`config.mk`:
```
export PLATFORM = sky130hd
export DESIGN_NAME = hp_slot_cmd_ctrl
export DESIGN_NICKNAME = d
export VERILOG_FILES = /design/src/rtl/hp_slot_pkg.sv /design/src/rtl/hp_cmd_detect.sv /design/src/rtl/hp_slot_regs.sv /design/src/rtl/hp_cmd_deliver.sv /design/src/rtl/hp_slot_cmd_ctrl.sv
export SDC_FILE = /design/constraint.sdc
export NUM_CORES = 1
export LEC_CHECK = 0
export CAP_MARGIN = 20
export CORE_UTILIZATION = 40
export CTS_CLUSTER_DIAMETER = 120
export DETAILED_ROUTE_END_ITERATION = 12
export PLACE_DENSITY = 0.68
export SLEW_MARGIN = 25
export SYNTH_ARGS = -nofsm -noshare
export SYNTH_HDL_FRONTEND = slang
export SYNTH_SLANG_ARGS = --single-unit
```
`constraint.sdc`:
```
create_clock -name clk -period 5.7 [get_ports clk]
set_input_delay 0.855 -clock clk [delete_from_list [all_inputs] [get_ports clk]]
set_output_delay 0.855 -clock clk [all_outputs]
set_load 0.05 [all_outputs]
```
`src/rtl/hp_slot_pkg.sv`:
```
package hp_slot_pkg;
  localparam int          REG_W      = 16;
  localparam int          OFS_W      = 8;
  localparam logic [7:0]  CTRL_OFS   = 8'hA8;
  localparam logic [7:0]  STAT_OFS   = 8'hAA;
  localparam int          DONE_BIT   = 4;
  // power controller, power/attention indicators, interlock
  localparam logic [15:0] FIELD_MASK = 16'h0FC0;
endpackage

```
`src/rtl/hp_cmd_detect.sv`:
```
module hp_cmd_detect #(
  parameter int                 DW    = hp_slot_pkg::REG_W,
  parameter int                 AW    = hp_slot_pkg::OFS_W,
  parameter logic [AW-1:0]      CTRL  = hp_slot_pkg::CTRL_OFS,
  parameter logic [DW-1:0]      MASK  = hp_slot_pkg::FIELD_MASK
) (
  input  logic          wr_en,
  input  logic [AW-1:0] wr_addr,
  input  logic [DW-1:0] wr_data,
  input  logic [DW-1:0] cur_word,
  input  logic          legacy_mode,
  input  logic          hp_capable,
  output logic          ctrl_wr,
  output logic          is_cmd
);
  logic field_change;

  always_comb begin
    ctrl_wr      = wr_en && (wr_addr == CTRL);
    field_change = |((wr_data ^ cur_word) & MASK);
    is_cmd       = ctrl_wr && hp_capable && (!legacy_mode || field_change);
  end
endmodule

```
`src/rtl/hp_slot_regs.sv`:
```
module hp_slot_regs #(
  parameter int            DW   = hp_slot_pkg::REG_W,
  parameter int            AW   = hp_slot_pkg::OFS_W,
  parameter logic [AW-1:0] CTRL = hp_slot_pkg::CTRL_OFS,
  parameter logic [AW-1:0] STAT = hp_slot_pkg::STAT_OFS,
  parameter int            DBIT = hp_slot_pkg::DONE_BIT
) (
  input  logic          clk,
  input  logic          rst,
  input  logic          ctrl_wr,
  input  logic          wr_en,
  input  logic [AW-1:0] wr_addr,
  input  logic [DW-1:0] wr_data,
  input  logic          set_done,
  input  logic [AW-1:0] rd_addr,
  output logic [DW-1:0] cur_word,
  output logic          done_flag,
  output logic [DW-1:0] rd_data
);
  logic          clr_done;
  logic [DW-1:0] stat_view;

  always_comb begin
    clr_done  = wr_en && (wr_addr == STAT) && wr_data[DBIT];
    stat_view = '0;
    stat_view[DBIT] = done_flag;
  end

  always_ff @(posedge clk) begin
    if (rst) begin
      cur_word  <= '0;
      done_flag <= 1'b0;
      rd_data   <= '0;
    end else begin
      if (ctrl_wr)
        cur_word <= wr_data;
      if (set_done)
        done_flag <= 1'b1;
      else if (clr_done)
        done_flag <= 1'b0;
      if (rd_addr == CTRL)
        rd_data <= cur_word;
      else if (rd_addr == STAT)
        rd_data <= stat_view;
      else
        rd_data <= '0;
    end
  end
endmodule

```
`src/rtl/hp_cmd_deliver.sv`:
```
module hp_cmd_deliver #(
  parameter int DW = hp_slot_pkg::REG_W
) (
  input  logic          clk,
  input  logic          rst,
  input  logic          new_cmd,
  input  logic [DW-1:0] new_word,
  input  logic          cmd_ack,
  output logic          cmd_valid,
  output logic [DW-1:0] cmd_data,
  output logic          delivered
);
  logic          held;
  logic [DW-1:0] held_word;
  logic          accepted;

  always_comb begin
    accepted  = cmd_valid && cmd_ack;
    delivered = accepted && !held && !new_cmd;
  end

  always_ff @(posedge clk) begin
    if (rst) begin
      cmd_valid <= 1'b0;
      cmd_data  <= '0;
      held      <= 1'b0;
      held_word <= '0;
    end else if (accepted) begin
      if (new_cmd) begin
        cmd_data <= new_word;
        held     <= 1'b0;
      end else if (held) begin
        cmd_data <= held_word;
        held     <= 1'b0;
      end else begin
        cmd_valid <= 1'b0;
      end
    end else if (new_cmd) begin
      if (cmd_valid) begin
        held      <= 1'b1;
        held_word <= new_word;
      end else begin
        cmd_valid <= 1'b1;
        cmd_data  <= new_word;
      end
    end
  end
endmodule

```
`src/rtl/hp_slot_cmd_ctrl.sv`:
```
module hp_slot_cmd_ctrl #(
  parameter int                 DW   = hp_slot_pkg::REG_W,
  parameter int                 AW   = hp_slot_pkg::OFS_W,
  parameter logic [AW-1:0]      CTRL = hp_slot_pkg::CTRL_OFS,
  parameter logic [AW-1:0]      STAT = hp_slot_pkg::STAT_OFS,
  parameter int                 DBIT = hp_slot_pkg::DONE_BIT,
  parameter logic [DW-1:0]      MASK = hp_slot_pkg::FIELD_MASK
) (
  input  logic          clk,
  input  logic          rst,
  input  logic          legacy_mode,
  input  logic          hp_capable,
  input  logic          wr_en,
  input  logic [AW-1:0] wr_addr,
  input  logic [DW-1:0] wr_data,
  input  logic [AW-1:0] rd_addr,
  output logic [DW-1:0] rd_data,
  output logic          cmd_valid,
  output logic [DW-1:0] cmd_data,
  input  logic          cmd_ack
);
  logic          ctrl_wr;
  logic          is_cmd;
  logic          delivered;
  logic          done_flag;
  logic [DW-1:0] cur_word;

  hp_cmd_detect #(.DW(DW), .AW(AW), .CTRL(CTRL), .MASK(MASK)) u_detect (
    .wr_en(wr_en), .wr_addr(wr_addr), .wr_data(wr_data), .cur_word(cur_word),
    .legacy_mode(legacy_mode), .hp_capable(hp_capable),
    .ctrl_wr(ctrl_wr), .is_cmd(is_cmd)
  );

  hp_slot_regs #(.DW(DW), .AW(AW), .CTRL(CTRL), .STAT(STAT), .DBIT(DBIT)) u_regs (
    .clk(clk), .rst(rst), .ctrl_wr(ctrl_wr), .wr_en(wr_en), .wr_addr(wr_addr),
    .wr_data(wr_data), .set_done(delivered), .rd_addr(rd_addr),
    .cur_word(cur_word), .done_flag(done_flag), .rd_data(rd_data)
  );

  hp_cmd_deliver #(.DW(DW)) u_deliver (
    .clk(clk), .rst(rst), .new_cmd(is_cmd), .new_word(wr_data), .cmd_ack(cmd_ack),
    .cmd_valid(cmd_valid), .cmd_data(cmd_data), .delivered(delivered)
  );
endmodule

```
==> key figures <==
STA
  • Fmax: 351 MHz
  • Max-slew violation count: 0
  • Crit path time final: 2850 ps
  • Tcrit/Tclk final: 0.500
  • Setup TNS: 0 ps
  • Slew margin rel.: 0.306
  • Clk_skew: 7.70 ps
  • Unrepaired setup endpoints after global routing: no
  • Worst Max-Slew Pin Slew: 1040 ps
  • Final setup fails: 0
  • Hold Fails Final Rpt: 0

Worst setup path
  • Crit path max-delay family: compound AO/OA/AOI/OAI gates
  • Kind of critical path: in -> reg
  • Slowest CP cell: a31oi_4
  • CP bufs+invs: 1
  • Worst EP arrival: 3060 ps
  • Max stage delay on crit path: 540 ps
  • R2r worst-path depth: 5
  • Cell depth of the worst setup path: 6
  • Crit-path cells: clkdlybuf4s50_1 > and4bb_2 > nand4b_4 > a31oi_4 > o21ai_4 > a2111oi_0
  • Critical Path RT: 5910 ps
  • Critical Path Start Type: input pin
  • Crit path max fanout: 18
  • Crit path capture type: flip-flop

Placed design
  • GP Congestion: 0.745
  • Port Buffers: 70
  • HPWL after DPL: 3760 um

Cells and area
  • Area growth syn-to-layout: 34.0%
  • Final-stage net count: 367
  • Diodes inserted: 0
  • Share of cells above drive strength 1: 0.0988
  • Highest-count cells in the layout ignoring fill and taps: clkdlybuf4s50_1, dfxtp_1, mux2i_1, nor2_1, nor3_1
  • Commonest non-fill, non-tap cell in the layout: clkdlybuf4s50_1
  • Fill cell count: 570
  • Final core occ: 0.561

Yosys
  • Main combinational cell family by area after synthesis: simple AND/OR/NAND/NOR gates
  • Leading area contributor after synthesis: dfxtp_1
  • #FFs+latches synth: 67
  • Top cell type's share of synthesized area: 0.499
  • Sequential area share after synthesis: 0.499
  • Top cells by area, synth: dfxtp_1, mux2i_1, nor3_1
  • Simple-gate share of the synthesized area: 0.190
  • Mux cell area share after synthesis: 0.123
  • Post-synth ARST share: 0
  • Syn Area/Cell: 10.3 um2
  • Post-synthesis adder-cell area fraction: 0
  • Synth cell types: 32
  • Xor-xnor portion of the synthesized cell area: 0.0196
  • Post-synthesis compound-gate area fraction: 0.111
  • Post-Syn Area: 0.00269 mm2
  • EDFF count, synth: 0
  • Syn Inst Count: 262
  • Ys Warns: 0
  • Syn_nets: 300
  • Main flop type after synthesis: dfxtp_1

Drt
  • Routed Wire Length: 5910 um
  • Initial drt markers: 122
  • Drt via density: 5.08
  • Remaining antenna violation count after routing: 0
  • DR DRC count: 15
  • Routed WL per cell: 14.4 um
  • 1st-pass router iterations: 8
  • Vias: 2087

Clocking
  • CTS tree: built
  • CTS clk-pin slew, worst paths: 70 ps
  • Clk buf depth: 2
  • Setup Fix Bufs, Post-CTS: 0
  • Cts-stage hold buffer count: 0
  • Post-cts resize count: 0
  • H-tree depth: 3
  • Clk sinks: 67
  • Root Driver: clkbuf_8
  • Clk_lat worst skew: 340 ps
  • Cts bufs inserted: 9

Outcome
  • Status: finished, violations left
  • Violated checks: design-rule violations

Die
  • Die footprint: 0.00705 mm2
  • Die X-Extent: 84.0 um
  • Chip Height: 84.0 um
  • Initial Utilization: 0.418
  • I/O pin cnt: 71
  • Site row count: 29
  • Total core area: 0.00642 mm2

GRT
  • Initial antenna violation count: 0
  • First-pass GRT wire length: 9420 um
  • Gr ovfl total: 0
  • Largest net degree at the start of global routing: 53
  • Vias in the first global route: 1944
  • GRT Overall Usage: 0.172

Hold path
  • Worst Hold Depth: 1
  • HP Class: reg -> reg

Pwr
  • Leak pwr: 1.21 nW
  • IR drop worst, VDD: 0.121 mV
  • PwrDens: 249 mW/mm2

Flow run
  • Max_cap viols: 0
[synthesized netlist by cell type (3+ instances only)]
cell type and count:
nor3_1 32, buf_2 4, inv_1 18, mux2i_1 33
nand2_1 4, a2111oi_0 6, nor2_1 34, a2111oi_2 8
dfxtp_1 67, clkbuf_1 8, a21oi_1 3, and2_1 16
xnor2_1 4
[stage by stage]
| step | std cells | total power, mW | setup slack, ps | instance area [um2] | hold slack [ps] |
|---|---|---|---|---|---|
| 2_1_floorplan | 262 | 0.492 | 3310 | 2690 | 429 |
| 3_3_place_gp | 395 | 0.525 | 2560 | 3410 | 438 |
| 3_5_place_dp | 395 | 0.525 | 2470 | 3410 | 442 |
| 4_1_cts | 411 | 0.907 | 2830 | 3600 | 463 |
| 5_1_grt | 411 | 0.935 | 2700 | 3600 | 480 |
| 6_report | 411 | 0.898 | 2850 | 3600 | 459 |
[cell type report]
type                            count  area (um2)  area share
Inverter                           18        67.6      0.0188
Timing Repair Buffer               72         711       0.197
Multi-Input combinational cell    161        1200       0.333
Sequential cell                    67        1340       0.372
Clock buffer                       14         153      0.0424
Clock inverter                      2        35.0     0.00973
Tap cell                           77        96.3      0.0268
[metal layers]
| metal | GRT usage | part of all wire |
|---|---|---|
| met1 | 0.232 | 0.50 |
| met2 | 0.247 | 0.41 |
| met3 | 0.0534 | 0.071 |
| met4 | 0.0846 | 0.019 |
| met5 | 0 | 0 |
[final timing paths]
path / startpoint / end / slack (ps)
max: wr_addr[0] / u_deliver.cmd_data[5] / 2850
min: u_regs.cur_word[1] / u_regs.rd_data[1] / 460
max reg2reg: u_regs.cur_word[6] / u_deliver.cmd_data[5] / 3560
min reg2reg: u_regs.cur_word[1] / u_regs.rd_data[1] / 460
[flip-flops by register name, indices dropped and copies added, names as in the netlist]
signal / cells
u_regs.cur_word: 16
u_deliver.cmd_data: 16
u_deliver.held_word: 16
u_deliver.cmd_valid: 1
u_regs.done_flag: 1
u_deliver.held: 1
u_regs.rd_data: 16
[kinds of logic (layout without fill, tap and decap cells)]
group,count (synthesis),after routing
multiplexers,33,33
AO/OA/AOI/OAI,26,26
XOR/XNOR,6,6
buffers and inverters,34,106
AND/OR/NAND/NOR,96,96
flip-flops,67,67
[power breakdown]
| part | internal (mW) | switching (mW) |
|---|---|---|
| Sequential | 0.468 | 0.000168 |
| Clock | 0.214 | 0.169 |
| Combinational | 0.0265 | 0.0194 |
| Total | 0.709 | 0.189 |
No activity file was read; power rests on OpenSTA's default activity.
